$ cat src/rtl/pccard_attr_pkg.sv
package pccard_attr_pkg;

  localparam int unsigned HOST_ADDR_W = 26;
  localparam int unsigned CHAIN_LEN   = 39;
  localparam logic [7:0]  FILL_BYTE   = 8'hFF;
  localparam logic [7:0]  ODD_BYTE    = 8'h00;

  // Tuple chain content by table offset; the host reads offset N at 2*N.
  function automatic logic [7:0] cis_byte(input int unsigned ofs);
    case (ofs)
      // device information: function specific, 100 ns, one 512-byte unit
      0: return 8'h01;  1: return 8'h03;  2: return 8'hD4;  3: return 8'h00;
      4: return 8'hFF;
      // version 1 product information with two strings
      5: return 8'h15;  6: return 8'h0C;  7: return 8'h04;  8: return 8'h01;
      9: return 8'h58; 10: return 8'h59; 11: return 8'h5A; 12: return 8'h00;
      13: return 8'h50; 14: return 8'h43; 15: return 8'h43; 16: return 8'h31;
      17: return 8'h00; 18: return 8'hFF;
      // manufacturer and card identifiers
      19: return 8'h20; 20: return 8'h04; 21: return 8'hFF; 22: return 8'hFF;
      23: return 8'h01; 24: return 8'h00;
      // configuration: base 0x0200, only register 0 present
      25: return 8'h1A; 26: return 8'h05; 27: return 8'h01; 28: return 8'h01;
      29: return 8'h00; 30: return 8'h02; 31: return 8'h01;
      // table entry: index 1, 64-byte 8-bit I/O window
      32: return 8'h1B; 33: return 8'h04; 34: return 8'hC1; 35: return 8'h01;
      36: return 8'h08; 37: return 8'h26;
      // end of chain
      38: return 8'hFF;
      default: return FILL_BYTE;
    endcase
  endfunction

endpackage

$ cat src/rtl/cis_rom.sv
module cis_rom import pccard_attr_pkg::*; #(
  parameter int unsigned OFS_W     = HOST_ADDR_W - 1,
  parameter int unsigned ROM_DEPTH = 64
) (
  input  logic [OFS_W-1:0] ofs_i,
  output logic [7:0]       byte_o
);

  localparam int unsigned IDX_W = $clog2(ROM_DEPTH);

  logic [7:0] rom_w [ROM_DEPTH];

  for (genvar g = 0; g < ROM_DEPTH; g++) begin : g_rom
    assign rom_w[g] = cis_byte(g);
  end

  always_comb begin
    if (ofs_i < OFS_W'(ROM_DEPTH)) byte_o = rom_w[ofs_i[IDX_W-1:0]];
    else                           byte_o = FILL_BYTE;
  end

endmodule

$ cat src/rtl/attr_host_if.sv
module attr_host_if import pccard_attr_pkg::*; #(
  parameter int unsigned       ADDR_W   = HOST_ADDR_W,
  parameter logic [ADDR_W-1:0] COR_ADDR = ADDR_W'('h200),
  parameter int unsigned       IDX_W    = 6
) (
  input  logic              clk,
  input  logic              rst_n,
  input  logic [ADDR_W-1:0] addr_i,
  input  logic              ce1_n_i,
  input  logic              oe_n_i,
  input  logic              we_n_i,
  input  logic              reg_n_i,
  input  logic [IDX_W-1:0]  din_i,
  output logic [ADDR_W-2:0] rom_ofs_o,
  input  logic [7:0]        rom_byte_i,
  input  logic [IDX_W-1:0]  cfg_i,
  output logic              cor_wr_o,
  output logic [IDX_W-1:0]  cor_wdata_o,
  output logic [7:0]        dout_o,
  output logic              doe_o
);

  logic [ADDR_W-1:0] addr_q;
  logic              ce1_q, oe_q, we_q, reg_q;
  logic [IDX_W-1:0]  din_q;
  logic              acc_hit, rd_hit, cor_hit;
  logic [7:0]        dout_d, dout_q;
  logic              doe_d, doe_q;

  // stage 1: host strobes, address and data sampled on the block clock
  always_ff @(posedge clk or negedge rst_n) begin
    if (!rst_n) begin
      addr_q <= '0;
      ce1_q  <= 1'b1;
      oe_q   <= 1'b1;
      we_q   <= 1'b1;
      reg_q  <= 1'b1;
      din_q  <= '0;
    end else begin
      addr_q <= addr_i;
      ce1_q  <= ce1_n_i;
      oe_q   <= oe_n_i;
      we_q   <= we_n_i;
      reg_q  <= reg_n_i;
      din_q  <= din_i;
    end
  end

  // decode of the sampled access
  always_comb begin
    acc_hit     = !reg_q && !ce1_q;
    rd_hit      = acc_hit && !oe_q;
    cor_hit     = (addr_q == COR_ADDR);
    cor_wr_o    = acc_hit && !we_q && oe_q && cor_hit;
    cor_wdata_o = din_q;
    rom_ofs_o   = addr_q[ADDR_W-1:1];
  end

  // read data selection
  always_comb begin
    if (cor_hit)        dout_d = 8'(cfg_i);
    else if (addr_q[0]) dout_d = ODD_BYTE;
    else                dout_d = rom_byte_i;
    doe_d = rd_hit;
  end

  // stage 2: registered bus drive, data loaded only on a read
  always_ff @(posedge clk or negedge rst_n) begin
    if (!rst_n) begin
      dout_q <= '0;
      doe_q  <= 1'b0;
    end else begin
      doe_q <= doe_d;
      if (rd_hit) dout_q <= dout_d;
    end
  end

  assign dout_o = dout_q;
  assign doe_o  = doe_q;

  // a sampled high OE# removes the drive at the next edge
  a_r7_release_on_oe_high: assert property (@(posedge clk) disable iff (!rst_n)
    oe_q |=> !doe_o);

  // a driven answer to an odd address carries no tuple data
  a_r3_odd_reads_zero: assert property (@(posedge clk) disable iff (!rst_n)
    (doe_o && $past(addr_q[0])) |-> (dout_o == ODD_BYTE));

endmodule

$ cat src/rtl/cor_reg.sv
module cor_reg #(
  parameter int unsigned IDX_W = 6
) (
  input  logic             clk,
  input  logic             rst_n,
  input  logic             wr_i,
  input  logic [IDX_W-1:0] wdata_i,
  output logic [IDX_W-1:0] cfg_o,
  output logic             io_mode_o
);

  logic [IDX_W-1:0] cfg_d, cfg_q;

  always_comb begin
    cfg_d = cfg_q;
    if (wr_i) cfg_d = wdata_i;
  end

  always_ff @(posedge clk or negedge rst_n) begin
    if (!rst_n) cfg_q <= '0;
    else        cfg_q <= cfg_d;
  end

  assign cfg_o     = cfg_q;
  assign io_mode_o = (cfg_q != '0);

  // a register write is visible on the next edge
  a_r8_index_latched: assert property (@(posedge clk) disable iff (!rst_n)
    wr_i |=> (cfg_o == $past(wdata_i)));

  // without a register write the index holds
  a_r9_index_holds: assert property (@(posedge clk) disable iff (!rst_n)
    !wr_i |=> $stable(cfg_o));

endmodule

$ cat src/rtl/status_pin_mux.sv
module status_pin_mux #(
  parameter int unsigned      NPINS   = 4,
  parameter logic [NPINS-1:0] MEM_LVL = 4'b1110,
  parameter logic [NPINS-1:0] IO_LVL  = 4'b1111
) (
  input  logic             io_mode_i,
  output logic [NPINS-1:0] pins_o
);

  for (genvar p = 0; p < NPINS; p++) begin : g_pin
    assign pins_o[p] = io_mode_i ? IO_LVL[p] : MEM_LVL[p];
  end

endmodule

$ cat src/rtl/pccard_attr_resp.sv
module pccard_attr_resp import pccard_attr_pkg::*; #(
  parameter int unsigned       ADDR_W    = HOST_ADDR_W,
  parameter int unsigned       ROM_DEPTH = 64,
  parameter int unsigned       IDX_W     = 6,
  parameter logic [ADDR_W-1:0] COR_ADDR  = ADDR_W'('h200)
) (
  input  logic              clk,
  input  logic              rst_n,
  input  logic [ADDR_W-1:0] addr_i,
  input  logic              ce1_n_i,
  input  logic              ce2_n_i,
  input  logic              oe_n_i,
  input  logic              we_n_i,
  input  logic              reg_n_i,
  input  logic [7:0]        data_i,
  output logic [7:0]        data_o,
  output logic              data_oe_o,
  output logic              wp_iois16_n_o,
  output logic              ready_ireq_n_o,
  output logic              bvd1_stschg_n_o,
  output logic              bvd2_spkr_n_o,
  output logic              io_mode_o
);

  localparam int unsigned NPINS = 4;

  logic [1:0]        rst_sync_q;
  logic              rst_i;
  logic [ADDR_W-2:0] rom_ofs;
  logic [7:0]        rom_byte;
  logic [IDX_W-1:0]  cfg;
  logic              cor_wr;
  logic [IDX_W-1:0]  cor_wdata;
  logic [NPINS-1:0]  pin_v;
  logic              unused_pins;

  // byte-lane enable for the high lanes and the top data bits play no part
  assign unused_pins = ce2_n_i ^ (^data_i[7:IDX_W]);

  always_ff @(posedge clk or negedge rst_n) begin
    if (!rst_n) rst_sync_q <= '0;
    else        rst_sync_q <= {rst_sync_q[0], 1'b1};
  end
  assign rst_i = rst_sync_q[1];

  attr_host_if #(.ADDR_W(ADDR_W), .COR_ADDR(COR_ADDR), .IDX_W(IDX_W)) i_host (
    .clk        (clk),
    .rst_n      (rst_i),
    .addr_i     (addr_i),
    .ce1_n_i    (ce1_n_i),
    .oe_n_i     (oe_n_i),
    .we_n_i     (we_n_i),
    .reg_n_i    (reg_n_i),
    .din_i      (data_i[IDX_W-1:0]),
    .rom_ofs_o  (rom_ofs),
    .rom_byte_i (rom_byte),
    .cfg_i      (cfg),
    .cor_wr_o   (cor_wr),
    .cor_wdata_o(cor_wdata),
    .dout_o     (data_o),
    .doe_o      (data_oe_o)
  );

  cis_rom #(.OFS_W(ADDR_W - 1), .ROM_DEPTH(ROM_DEPTH)) i_rom (
    .ofs_i (rom_ofs),
    .byte_o(rom_byte)
  );

  cor_reg #(.IDX_W(IDX_W)) i_cor (
    .clk      (clk),
    .rst_n    (rst_i),
    .wr_i     (cor_wr),
    .wdata_i  (cor_wdata),
    .cfg_o    (cfg),
    .io_mode_o(io_mode_o)
  );

  status_pin_mux #(.NPINS(NPINS), .MEM_LVL(4'b1110), .IO_LVL(4'b1111)) i_pins (
    .io_mode_i(io_mode_o),
    .pins_o   (pin_v)
  );

  assign wp_iois16_n_o   = pin_v[0];
  assign ready_ireq_n_o  = pin_v[1];
  assign bvd1_stschg_n_o = pin_v[2];
  assign bvd2_spkr_n_o   = pin_v[3];

  // the mode follows the value of the last register write
  a_r10_mode_follows_write: assert property (@(posedge clk) disable iff (!rst_i)
    $past(cor_wr) |-> (io_mode_o == ($past(cor_wdata) != '0)));

  // in I/O mode no shared pin sits low
  a_r10_io_pins_idle_high: assert property (@(posedge clk) disable iff (!rst_i)
    io_mode_o |-> (wp_iois16_n_o && ready_ireq_n_o && bvd1_stschg_n_o && bvd2_spkr_n_o));

endmodule

$ cat config.mk
export PLATFORM = sky130hd
export DESIGN_NAME = pccard_attr_resp
export DESIGN_NICKNAME = d
export VERILOG_FILES = /design/src/rtl/pccard_attr_pkg.sv /design/src/rtl/cis_rom.sv /design/src/rtl/attr_host_if.sv /design/src/rtl/cor_reg.sv /design/src/rtl/status_pin_mux.sv /design/src/rtl/pccard_attr_resp.sv
export SDC_FILE = /design/constraint.sdc
export NUM_CORES = 1
export LEC_CHECK = 0
export ABC_AREA = 1
export BUFFER_PORTS_ARGS = -buffer_cell sky130_fd_sc_hd__buf_2
export CAP_MARGIN = 5
export CORE_ASPECT_RATIO = 0.9
export CORE_MARGIN = 2
export CORE_UTILIZATION = 30
export CTS_BUF_LIST = sky130_fd_sc_hd__clkbuf_16
export CTS_CLUSTER_DIAMETER = 200
export DETAILED_ROUTE_END_ITERATION = 10
export SKIP_LAST_GASP = 1
export SLEW_MARGIN = 30
export SYNTH_ARGS = -nofsm -noshare
export SYNTH_HDL_FRONTEND = slang
export SYNTH_SLANG_ARGS = --single-unit
export TNS_END_PERCENT = 30
$ cat constraint.sdc
create_clock -name clk -period 2.15 [get_ports clk]
set_input_delay 0.1075 -clock clk [delete_from_list [all_inputs] [get_ports clk]]
set_output_delay 0.1075 -clock clk [all_outputs]
set_load 0.05 [all_outputs]
==> qor.csv <==
stage;metric;value;unit
worst_setup_path;FF-to-FF End;i_cor.cfg_o[0];
grt;GR met1 Demand/Resource;15.9;%
cts;CTS sink count;53;
run;max_cap viols;0;
drt;first-pass iteration count of the detailed router;4;
timing;Final Skew;3.96;ps
logic_synthesis;synthesized cell area;2390;um^2
worst_setup_path;slowest stage delay, CP;420;ps
die;Die Y;88.7;um
drt;DR DRC count;0;
worst_hold_path;HP Class;input pin to asynchronous set/reset pin;
finish;Final Cell Area;3230;um^2
drt;DR iter-0 viols;109;
worst_setup_path;R2R setup slack;320;ps
logic_synthesis;synthesized area per cell;9.26;um^2
grt;met3 Use GR;3.55;%
timing;unrepaired setup endpoints after global routing;no;
drt;DR vias;1995;
cts;CTS root buffer;clkbuf_16;
worst_setup_path;delay-heaviest family, CP;simple AND/OR/NAND/NOR gates;
grt;M2 GR Usage;20.6;%
drt;vias per inst;4.50;
timing;slew margin rel.;63.2;%
timing;hold_ws;120;ps
logic_synthesis;flop and latch count out of synthesis;53;
grt;antenna violations before repair;0;
worst_setup_path;worst path cell trace;inv_1 > nand4_2 > nor2_4 > nand3_2 > inv_2 > nand3_2 > nand2_1 > o21ai_2;
worst_setup_path;startpoint class of the critical path;register;
worst_setup_path;critical path class;register to register;
logic_synthesis;cells after synthesis;258;
finish;footprint of the multi-input gates;880;um^2
worst_setup_path;Critical-path top delay cell;dfrtp_1;
logic_synthesis;Yosys cell types;29;
worst_setup_path;crit-path most repeated cell;nand3_2;
grt;GRT Residual Overflow;0;
timing;worst-margin pin slew;552;ps
worst_setup_path;CP required;2320;ps
timing;Setup TNS;0;ps
grt;Most Crowded Layer GR;met2;
cts;Longest Clk Path Bufs;2;
worst_setup_path;reg2reg start;i_host.addr_q[1];
finish;Sequential Area;1330;um^2
grt;Tot GR Track Use;12.5;%
run_status;status;finished clean;
grt;vias in the first global route;1897;
cts;TritonCTS Buffers;5;
timing;endpoints failing hold;0;
drt;post-route ant nets;0;
finish;Final #Nets;393;
die;die footprint;8700;um^2
placement;Final HPWL DP;3490;um
finish;share of layout cells above drive strength 1;24.5;%
finish;most frequent cells in the layout;nand2_1, dfrtp_1, buf_2, dlygate4sd3_1, nand3_1;
placement;# port buffers;48;
logic_synthesis;yosys warns;0;
die;Initial Utilization;31.4;%
grt;first-pass GRT wire length;8710;um
cts;# H-tree levels;2;
finish;antenna cells;0;
finish;filler cell count;732;
worst_setup_path;CP max FO;12;
die;Cell Rows;30;
cts;setup bufs post-CTS;0;
timing;fin crit period;1830;ps
placement;Final GP Congestion;0.820;
drt;Routed WL;5080;um
grt;largest net degree at the start of global routing;27;
worst_setup_path;Worst R2R Path Depth;8;
cts;Clk pin slew, worst setup/hold paths;70;ps
power;Leakage;1.60;nW
cts;CTS tree;built;
finish;most common cell after layout, fill and taps aside;nand2_1;
worst_setup_path;Worst Path Arrival;2000;ps
worst_setup_path;CP Buf/Inv Count;2;
power;pwr dens;697;nW/um^2
placement;placed cell area;2720;um^2
timing;Final setup viols;0;
logic_synthesis;Seq/Total Area, Yosys;55.7;%
die;Core Box Area;7620;um^2
finish;Area Overhead vs Synth;35.3;%
worst_setup_path;CP Capture Type;register;
timing;FMAX;546;MHz
die;Die Width;98.1;um
die;# IOs;55;
power;maximum vdd drop;401;uV
cts;Clock Latency Late Sink;290;ps
cts;post-cts sizing count;0;
drt;wire per inst;11.5;um
timing;Final Max Slew Viols;0;
timing;Period Utilization, post-route;85.1;%
==> layer usage <==
metal  part of all wire, %  wire length, um
met3                   5.6              286
met4                   1.5               75
met1                    45             2300
met2                    48             2420
met5                     0                0
==> cells by family after synthesis <==
kind of cell / synth area share, %
DFF: 55.7
other: 0.157
and+or+nand+nor: 26.4
AOI/OAI and AO/OA: 6.60
adders and majority gates: 3.14
buffers and inverters: 7.96
==> cell type report <==
type,instances,area share (%)
Tap cell,96,3.71
Clock inverter,3,0.696
Sequential cell,53,41.2
Clock buffer,5,3.87
Multi-Input combinational cell,169,27.2
Timing Repair Buffer,88,20.0
Inverter,29,3.37
==> what timing repair did <==
| action | 4_1_cts | 5_1_grt |
|---|---|---|
| hold buffers | 37 | 0 |
| endpoints found under the setup margin | 0 | 0 |
| endpoints found under the hold margin | 38 | 0 |
==> worst reg2reg max path, delay by kind of cell, from the launching register on <==
kind	cells	cell delay, ps
buf+inv	2	390
simple gates	5	850
compound gates	1	60
flops	1	420
==> power by group <==
| part | internal, mW | switching [mW] | leakage (nW) |
|---|---|---|---|
| Sequential | 1.06 | 0.0485 | 0.630 |
| Clock | 0.433 | 0.347 | 0.0738 |
| Combinational | 0.137 | 0.228 | 0.898 |
==> sequential cells by signal (all words and copies together) (netlist names) <==
register            cells
i_host.doe_o            1
i_host.dout_o           8
rst_sync_q              2
i_cor.cfg_o             6
i_host.ce1_q            1
i_host.we_q             1
i_host.oe_q             1
i_host.cor_wdata_o      6
i_host.addr_q          26
i_host.reg_q            1
==> per-stage QoR <==
stage | std cells | setup slack (ps) | utilization (%) | total power [mW]
after floorplan | 261 | 572 | - | 1.34
after global placement | 398 | 324 | 35.6 | 1.44
after detailed placement | 398 | 333 | 35.6 | 1.44
after CTS | 443 | 320 | 42.4 | 2.27
after global routing | 443 | 160 | 42.4 | 2.38
final | 443 | 320 | 42.4 | 2.26
==> synth_stat cells <==
cell	number	area [um^2]
dfrtp_1	49	1230
dfstp_2	4	105
inv_2	4	15.0
clkinv_1	1	3.75
nor3_1	2	10.0
nor4_1	2	12.5
nand4_1	4	25.0
inv_1	24	90.1
o21ai_2	6	52.6
buf_4	5	37.5
nand4_2	1	12.5
a21oi_1	7	35.0
nor2_8	1	20.0
conb_1	1	3.75
nand3_1	29	145
nor2_2	1	6.26
ha_1	6	75.1
nor2_4	1	11.3
buf_6	3	33.8
a211oi_1	1	7.51
o211ai_1	4	30.0
nand2_2	4	25.0
o21ai_0	5	25.0
nand3_2	2	20.0
buf_2	2	10.0
nor2_1	27	101
nand3_4	1	17.5
nand2_1	60	225
o21bai_1	1	7.51
==> worst max-delay path by stage <==
stage / startpoint / to / slack [ps] / depth (start not counted)
CTS: i_host.addr_q[1] / i_cor.cfg_o[0] / 320 / 8
floorplan: rst_sync_q[1] / i_cor.cfg_o[0] / 570 / 0
global placement: i_host.addr_q[1] / i_cor.cfg_o[0] / 320 / 8
detailed placement: i_host.addr_q[1] / i_cor.cfg_o[0] / 330 / 8
global route: i_host.addr_q[1] / i_cor.cfg_o[5] / 160 / 8
finish: i_host.addr_q[1] / i_cor.cfg_o[0] / 320 / 8
Power figures use the tool's default switching activity.
